`config.mk`:
```
export PLATFORM = sky130hd
export DESIGN_NAME = pkt_rx_fifo
export DESIGN_NICKNAME = d
export VERILOG_FILES = /design/src/rtl/prf_pkg.sv /design/src/rtl/prf_store.sv /design/src/rtl/prf_ctrl.sv /design/src/rtl/prf_hold.sv /design/src/rtl/pkt_rx_fifo.sv
export SDC_FILE = /design/constraint.sdc
export NUM_CORES = 1
export LEC_CHECK = 0
export ABC_AREA = 1
export CORE_AREA = 3 3 84 86
export CTS_BUF_LIST = sky130_fd_sc_hd__clkbuf_4 sky130_fd_sc_hd__clkbuf_8
export DETAILED_ROUTE_END_ITERATION = 10
export DIE_AREA = 0 0 87 89
export GPL_TIMING_DRIVEN = 0
export PLACE_DENSITY = 0.74
export SYNTH_ARGS = -nofsm -noshare
export SYNTH_HDL_FRONTEND = slang
export SYNTH_SLANG_ARGS = --single-unit
```
`constraint.sdc`:
```
create_clock -name clk -period 3.4 [get_ports clk]
set_input_delay 1.02 -clock clk [delete_from_list [all_inputs] [get_ports clk]]
set_output_delay 1.02 -clock clk [all_outputs]
set_load 0.02 [all_outputs]
```
`src/rtl/prf_pkg.sv`:
```
package prf_pkg;

    localparam int LEN_MAX_W = 16;

    typedef struct packed {
        logic pkt_end;
        logic buf_full;
    } prf_flags_t;

    // A programmed length of zero is treated as one byte.
    function automatic logic [LEN_MAX_W-1:0] eff_len(input logic [LEN_MAX_W-1:0] len);
        return (len == '0) ? LEN_MAX_W'(1) : len;
    endfunction

endpackage

```
`src/rtl/prf_store.sv`:
```
module prf_store #(
    parameter int DEPTH  = 4,
    parameter int DATA_W = 8,
    localparam int AW    = (DEPTH > 1) ? $clog2(DEPTH) : 1,
    localparam int CW    = $clog2(DEPTH + 1)
) (
    input  logic              clk,
    input  logic              rst,
    input  logic              wr,
    input  logic [DATA_W-1:0] wr_data,
    input  logic              pop,
    output logic [DATA_W-1:0] head,
    output logic [CW-1:0]     fill
);
    logic [DATA_W-1:0] mem [DEPTH];
    logic [AW-1:0]     wptr, rptr;

    function automatic logic [AW-1:0] nxt(input logic [AW-1:0] p);
        return (p == AW'(DEPTH - 1)) ? '0 : p + AW'(1);
    endfunction

    always_ff @(posedge clk) begin
        if (rst) begin
            wptr <= '0;
            rptr <= '0;
            fill <= '0;
        end else begin
            if (wr) begin
                mem[wptr] <= wr_data;
                wptr      <= nxt(wptr);
            end
            if (pop)
                rptr <= nxt(rptr);
            case ({wr, pop})
                2'b10:   fill <= fill + CW'(1);
                2'b01:   fill <= fill - CW'(1);
                default: fill <= fill;
            endcase
        end
    end

    assign head = mem[rptr];
endmodule

```
`src/rtl/prf_ctrl.sv`:
```
module prf_ctrl
    import prf_pkg::*;
#(
    parameter int DEPTH = 4,
    parameter int LEN_W = 8,
    localparam int CW   = $clog2(DEPTH + 1)
) (
    input  logic             clk,
    input  logic             rst,
    input  logic             wr,
    input  logic             pop,
    input  logic [CW-1:0]    fill,
    input  logic [LEN_W-1:0] blk_len,
    output prf_flags_t       flags
);
    logic [LEN_MAX_W-1:0] pkt_cnt;
    logic [LEN_MAX_W-1:0] target;
    logic [LEN_MAX_W-1:0] cnt_inc;

    assign target  = eff_len(LEN_MAX_W'(blk_len));
    assign cnt_inc = pkt_cnt + LEN_MAX_W'(1);

    always_ff @(posedge clk) begin
        if (rst) begin
            pkt_cnt <= '0;
            flags   <= '0;
        end else if (wr) begin
            if (cnt_inc >= target) begin
                flags.pkt_end <= 1'b1;
                pkt_cnt       <= '0;
            end else begin
                pkt_cnt <= cnt_inc;
            end
            if (fill == CW'(DEPTH - 1))
                flags.buf_full <= 1'b1;
        end else if (pop && fill == CW'(1)) begin
            flags <= '0;
        end
    end
endmodule

```
`src/rtl/prf_hold.sv`:
```
module prf_hold #(
    parameter int DATA_W = 8
) (
    input  logic              clk,
    input  logic              rst,
    input  logic              gate,
    input  logic              in_valid,
    input  logic [DATA_W-1:0] in_data,
    output logic              wr,
    output logic [DATA_W-1:0] wr_data,
    output logic              held,
    output logic              overrun
);
    logic [DATA_W-1:0] hold_q;

    assign wr      = !gate && (held || in_valid);
    assign wr_data = held ? hold_q : in_data;

    always_ff @(posedge clk) begin
        if (rst) begin
            held    <= 1'b0;
            hold_q  <= '0;
            overrun <= 1'b0;
        end else if (in_valid && held && gate) begin
            overrun <= 1'b1;
        end else if (in_valid && (gate || held)) begin
            hold_q <= in_data;
            held   <= 1'b1;
        end else if (held && !gate) begin
            held <= 1'b0;
        end
    end
endmodule

```
`src/rtl/pkt_rx_fifo.sv`:
```
module pkt_rx_fifo
    import prf_pkg::*;
#(
    parameter int DEPTH  = 4,
    parameter int DATA_W = 8,
    parameter int LEN_W  = 8,
    localparam int CW    = $clog2(DEPTH + 1)
) (
    input  logic              clk,
    input  logic              rst,
    input  logic              in_valid,
    input  logic [DATA_W-1:0] in_data,
    input  logic [LEN_W-1:0]  blk_len,
    input  logic              rd_en,
    output logic [DATA_W-1:0] rd_data,
    output logic              pkt_end,
    output logic              buf_full,
    output logic              irq_n,
    output logic              stall,
    output logic              overrun
);
    prf_flags_t        flags;
    logic              gate, wr, pop, held;
    logic [DATA_W-1:0] wr_data, head;
    logic [CW-1:0]     fill;

    assign gate = flags.pkt_end || flags.buf_full;
    assign pop  = rd_en && gate && (fill != '0);

    prf_hold #(.DATA_W(DATA_W)) u_hold (
        .clk(clk), .rst(rst), .gate(gate), .in_valid(in_valid),
        .in_data(in_data), .wr(wr), .wr_data(wr_data), .held(held),
        .overrun(overrun)
    );

    prf_store #(.DEPTH(DEPTH), .DATA_W(DATA_W)) u_store (
        .clk(clk), .rst(rst), .wr(wr), .wr_data(wr_data), .pop(pop),
        .head(head), .fill(fill)
    );

    prf_ctrl #(.DEPTH(DEPTH), .LEN_W(LEN_W)) u_ctrl (
        .clk(clk), .rst(rst), .wr(wr), .pop(pop), .fill(fill),
        .blk_len(blk_len), .flags(flags)
    );

    assign rd_data  = (gate && fill != '0) ? head : '0;
    assign pkt_end  = flags.pkt_end;
    assign buf_full = flags.buf_full;
    assign irq_n    = !gate;
    assign stall    = gate || held;
endmodule

```
Yosys cells after proc, flatten, opt, wreduce, memory -nomap -nowiden
Memory sizes are Yosys's and may differ from the RTL's. A register that Yosys moved wholly into a read port is not among the register bits.
Index checks and enable logic that the tools add are counted.
{"block": "classes", "n_reduce_logical": 22, "add_sub_neg": 5, "eq_ne": 8, "magnitude_cmp": 1, "n_bitwise": 1, "n_mux": 18}
{"operator": "8-bit 2-to-1 mux", "count": 3}
{"operator": "16-bit by 1-bit adder with 16-bit output, second input constant", "count": 1}
{"operator": "16-bit >= comparator", "count": 1}
{"operator": "16-bit 2-to-1 mux", "count": 1}
{"operator": "2-bit 2-to-1 mux", "count": 6}
{"operator": "1-bit logical AND", "count": 9}
{"operator": "8-bit logical NOT", "count": 1}
{"operator": "2-bit AND reduction", "count": 4}
{"operator": "1-bit 2-to-1 mux", "count": 7}
{"operator": "2-bit equality test, second input constant", "count": 3}
{"operator": "3-bit one-hot mux with 2 select lines", "count": 1}
{"operator": "2-bit nonzero test", "count": 3}
{"operator": "2-bit by 1-bit adder with 2-bit output, second input constant", "count": 2}
{"operator": "2-bit by 1-bit != test with 1-bit output, second input constant", "count": 2}
{"operator": "3-bit by 1-bit adder with 3-bit output, second input constant", "count": 1}
{"operator": "3-bit by 1-bit equality test with 1-bit output, second input constant", "count": 1}
{"operator": "3-bit by 2-bit equality test with 1-bit output, second input constant", "count": 1}
{"operator": "1-bit logical OR", "count": 3}
{"operator": "3-bit nonzero test", "count": 1}
{"operator": "3-bit by 1-bit subtractor with 3-bit output, second input constant", "count": 1}
{"operator": "2-bit by 1-bit equality test with 1-bit output, second input constant", "count": 1}
{"operator": "1-bit logical NOT", "count": 1}
{"operator": "1-bit inverter", "count": 1}
{"block": "totals", "memories": 1, "output_inout_bits": 13, "ff_bits": 35, "wordCells": 65, "input_bits": 20, "ramBits": 32}
{"memory": "u_store.mem", "depth": 4, "width": 8, "rd": 1, "rd_clocked_by_memory_dff": 1, "wr": 1, "line_no": "prf_store.sv:15", "rtl": "logic [DATA_W-1:0] mem [DEPTH];"}

Longest topological paths before layout
{"block": "depth", "word_depth": 6, "ltp_mapped": 16, "mapped_depth_nobuf": 16}

Hierarchy
From an unflattened synthesis, not the netlist that was laid out.
{"block": "hier_totals", "hier_cells": 423, "area_unflattened_um2": 3523.4}
{"mod": "prf_store", "area_each_um2": 1647.8, "cells_each": 135, "instances": 1, "seq_area_each_um2": 1141.1}
{"mod": "prf_ctrl", "area_each_um2": 1229.9, "cells_each": 182, "instances": 1, "seq_area_each_um2": 360.3}
{"mod": "prf_hold", "area_each_um2": 544.3, "cells_each": 81, "instances": 1, "seq_area_each_um2": 200.2}
{"mod": "pkt_rx_fifo", "area_each_um2": 101.3, "cells_each": 25, "instances": 1, "seq_area_each_um2": 0.0}

Worst setup path after synthesis
No wires, ideal clock.
{"block": "synth_timing", "kind": "input to register", "startpoint": "input port blk_len[1]", "endpoint": "register u_ctrl.pkt_cnt[0]", "t_required_ps": 3337, "path_buffers": 0, "cell_stages": 16, "setup_time_ps": 63, "arrival_ps": 2471, "setup_slack_ps": 866, "cell_sequence": "nor4_1 -> a41o_1 -> ha_1 -> inv_1 -> nand2_1 -> nand2_1 -> nand2_1 -> nand2_1 -> nand2_1 -> nand2_1 -> nand2_1 -> nand2_1 -> nand3_1 -> o21bai_4 -> nand2_4 -> nor2_2"}
{"block": "synth_via", "elab_chain_len": 4}
{"item": "start, declared", "line_no": "pkt_rx_fifo.sv:13", "rtl": "input logic [LEN_W-1:0] blk_len,"}
{"item": "8-bit logical NOT", "line_no": "prf_pkg.sv:12", "rtl": "return (len == '0) ? LEN_MAX_W'(1) : len;"}
{"item": "8-bit 2-to-1 mux *", "line_no": "prf_pkg.sv:12"}
{"item": "16-bit >= comparator *", "line_no": "prf_ctrl.sv:28", "rtl": "if (cnt_inc >= target) begin"}
{"item": "16-bit 2-to-1 mux *", "line_no": "prf_ctrl.sv:28"}
{"item": "end signal, assigned", "line_no": "prf_ctrl.sv:32", "rtl": "pkt_cnt <= cnt_inc;"}
{"item": "end, declared", "line_no": "prf_ctrl.sv:16", "rtl": "logic [LEN_MAX_W-1:0] pkt_cnt;"}
Every way passes the cells marked *; elsewhere a longest branch is shown, timed or not.
A chain may end at the register's enable or synchronous reset.

Worst setup path in the final report
{"block": "layout_timing", "startpoint": "register u_store.fill[0]", "endpoint": "output port rd_data[1]"}
{"block": "layout_via", "elab_chain_len": 3}
{"item": "start, declared", "line_no": "prf_store.sv:13", "rtl": "output logic [CW-1:0] fill"}
{"item": "start signal, assigned", "line_no": "prf_store.sv:35", "rtl": "2'b10: fill <= fill + CW'(1);"}
{"item": "start signal, assigned", "line_no": "prf_store.sv:36", "rtl": "2'b01: fill <= fill - CW'(1);"}
{"item": "start signal, assigned", "line_no": "prf_store.sv:37", "rtl": "default: fill <= fill;"}
{"item": "3-bit nonzero test", "line_no": "pkt_rx_fifo.sv:46", "rtl": "assign rd_data = (gate && fill != '0) ? head : '0;"}
{"item": "1-bit logical AND", "line_no": "pkt_rx_fifo.sv:46"}
{"item": "8-bit 2-to-1 mux", "line_no": "pkt_rx_fifo.sv:46"}
{"item": "end, declared", "line_no": "pkt_rx_fifo.sv:15", "rtl": "output logic [DATA_W-1:0] rd_data,"}
Every way passes these cells.

==> run metrics <==
Worst EP arrival=2240 ps; Skew-Pair Late Insertion Delay=350 ps; First DRT Iteration DRCs=171; multi-input gate area in the final layout=0.00153 mm2; Fin Clk Skew=~14 ps; Reg2Reg Setup Slack=810 ps; CTS root buf=clkbuf_8; I/O Buffers=31; Tcrit/Tclk final=0.958; cell area after synthesis=0.00348 mm2; Chip Width=around 87 um; RSZ-0062 raised after global routing=no; Yosys cell types=34; Final nets=between 400 and 500; CP Capture Type=primary output; GRT Residual Overflow=0; CP startpoint=u_store.fill[0]; Synth Net Count=441; initial antenna violation count=0; vias in the first global route=2557; Antenna diodes=0; headroom to the max-slew limit=0.497; GP Congestion=between 0.8 and 0.9; CTS H-tree depth=3; largest net degree at the start of global routing=17; DRC viols=0; clk sink count=69; area grow syn2layout=18.1%; max-slew violation count=0; vias per std cell=5.22; Rows=29; # fillers=522; Reg clk slew, reported paths=around 80 ps; total track usage=0.196; top_reg_cell synth=dfxtp_1; Core Box Area=0.00635 mm2; syn_area_per_cell=8.67 um2; reg2reg start=u_ctrl.pkt_cnt[0]; status=finished clean; drt total wl=7080 um; CP required=approximately 2400 ps; MaxCap Viol Count=0; Slew @ Worst Pin=752 ps; CTS Buffer Depth=2; hold path start=u_hold.hold_q[4]; first-pass GRT wire length=11600 um; CTS buffer count=9; Post-synth ARST share=0; Yosys reg bits=69; via count=2726; routed len/inst=13.6 um; final hold violation count=0; Finished Core Util=0.647; Synth warnings=0; Synth Instances=401; worst-case vdd ir drop=0.297 mV; PD cells=477 mW/mm2; critical path endpoint=rd_data[1]; post-route ant nets=0; buffer count from post-CTS setup fixing=0; crit start category=flop; Final HPWL DP=a little over 5000 um; IO Count=33; r2r endpoint=u_ctrl.pkt_cnt[6]; HP Class=flop to flop; Pre-Repair DR Iteration Count=4; CTS tree=done; endpoints failing setup=0; final non-filler cell total=522; FF+latch area=roughly 0.0017 mm2; worst r2r path cells=13; kind of critical path=flop to primary output; static leakage=1.64 nW; effective utilization at floorplan=0.548; Post-synth EDFFs=32; Final min period=3260 ps; post-synthesis sequential area ratio=0.489; Crit Path Max Fanout=8; Die Area=roughly 0.0077 mm2; Cells after DPL=a little over 500; Max Freq=0.307 GHz; Die Y=89 um; layout cells sized above 1=0.121
registers in the layout (all words and copies together) (netlist names), named ones only:
register	flops
u_ctrl.pkt_cnt	16
u_store.mem	32
u_hold.overrun	1
u_hold.hold_q	8
u_store.wptr	2
u_hold.held	1
u_store.fill	3
u_ctrl.flags	2
u_store.rptr	2
how the worst min path moves through the flow:
| stage | endpoint | slack, ps | depth (start not counted) |
|---|---|---|---|
| CTS | u_hold.hold_q[4] | 450 | 2 |
| floorplan | u_hold.hold_q[0] | 420 | 2 |
| detailed placement | u_hold.hold_q[4] | 440 | 2 |
| global placement | u_hold.hold_q[4] | 430 | 2 |
| finish | u_hold.hold_q[4] | 450 | 2 |
| global route | u_hold.hold_q[5] | 470 | 2 |
final cells by class:
type                    instances  share of cell area
flip-flops and latches         69               0.415
multi-input cells             268               0.372
repair buffers                 31              0.0755
inverters                      53              0.0484
clock buffers                   9              0.0302
clock inverters                 7              0.0253
well taps                      77              0.0235
plain buffers                   8              0.0104
worst max-delay path, cell delays in order, from the launching register on:
cell	delay, ps
dfxtp_1	410
inv_1	90
ha_1	210
a21oi_2	210
inv_2	130
a21oi_1	200
clkdlybuf4s50_1	650
per-stage QoR:
| stage | total power, W | cell area, um2 | hold WS, ps | worst slack [ps] | setup TNS, ps |
|---|---|---|---|---|---|
| finish | 0.00196 | 4110 | 449 | 141 | 0 |
| global route | 0.00204 | 4110 | 474 | 41.7 | 0 |
| CTS | 0.00196 | 4100 | 452 | 51.4 | 0 |
| detailed placement | 0.00121 | 3880 | 439 | -0.188 | -0.438 |
| global placement | 0.00120 | 3880 | 433 | 19.1 | 0 |
| floorplan | 0.00112 | 3480 | 424 | 866 | 0 |
cell usage in the layout (no fill, tap or decap), types with 2 or more instances in the layout:
cell type,count
mux2i_1,4
inv_1,49
inv_2,3
clkbuf_8,9
ha_1,20
dfxtp_2,2
buf_2,2
nor2_1,51
nand2_2,6
nand4_1,6
bufinv_16,2
clkbuf_1,3
clkdlybuf4s50_1,31
inv_6,4
dfxtp_1,35
edfxtp_1,32
nor2_4,4
nand3_1,12
nor3_1,8
nor2_2,13
o21ai_0,40
clkbuf_2,2
a21oi_1,28
nand2_1,55
xor2_1,8
per-layer routing:
metal / global-route usage / wire length (um) / vias to the layer above
met1: 0.269 / 3340 / 1254
met4: 0.0850 / 92 / 0
met2: 0.300 / 3320 / 66
li1: - / - / 1398
met5: 0 / 0 / -
met3: 0.0396 / 329 / 8
synthesized netlist by cell type, types with 2 or more instances:
cell,number,area share
nand3_1,12,0.017
nor2_4,4,0.013
edfxtp_1,32,0.28
mux2i_1,4,0.012
nand4_1,6,0.011
inv_2,2,0.0022
o21ai_0,40,0.058
nand2_1,55,0.059
ha_1,20,0.072
xor2_1,8,0.020
nor3_1,8,0.012
nor2_1,51,0.055
clkbuf_1,7,0.0076
nor2_2,13,0.023
dfxtp_1,37,0.21
buf_2,2,0.0029
nand2_2,6,0.011
a21oi_1,29,0.042
inv_1,50,0.054
power breakdown:
part	switching (W)	internal, W
Clock	0.000345	0.000425
Sequential	0.0000251	0.000910
Combinational	0.000150	0.000104
Total	0.000520	0.00144
repair_timing:
action / 4_1_cts / 5_1_grt
pin swaps: 0 / 0
resized for setup: 2 / 3
hold buffers: 0 / 0
setup endpoints to repair: 8 / 8
logic make-up after synthesis:
group | count (synthesis) | share of synthesized area
compound gates | 77 | 0.123
xor+xnor | 9 | 0.0227
fa+ha+maj | 20 | 0.0720
buf+inv | 64 | 0.0723
flops | 69 | 0.489
mux | 4 | 0.0115
simple gates | 158 | 0.209
(Power assumes the default switching activity.)
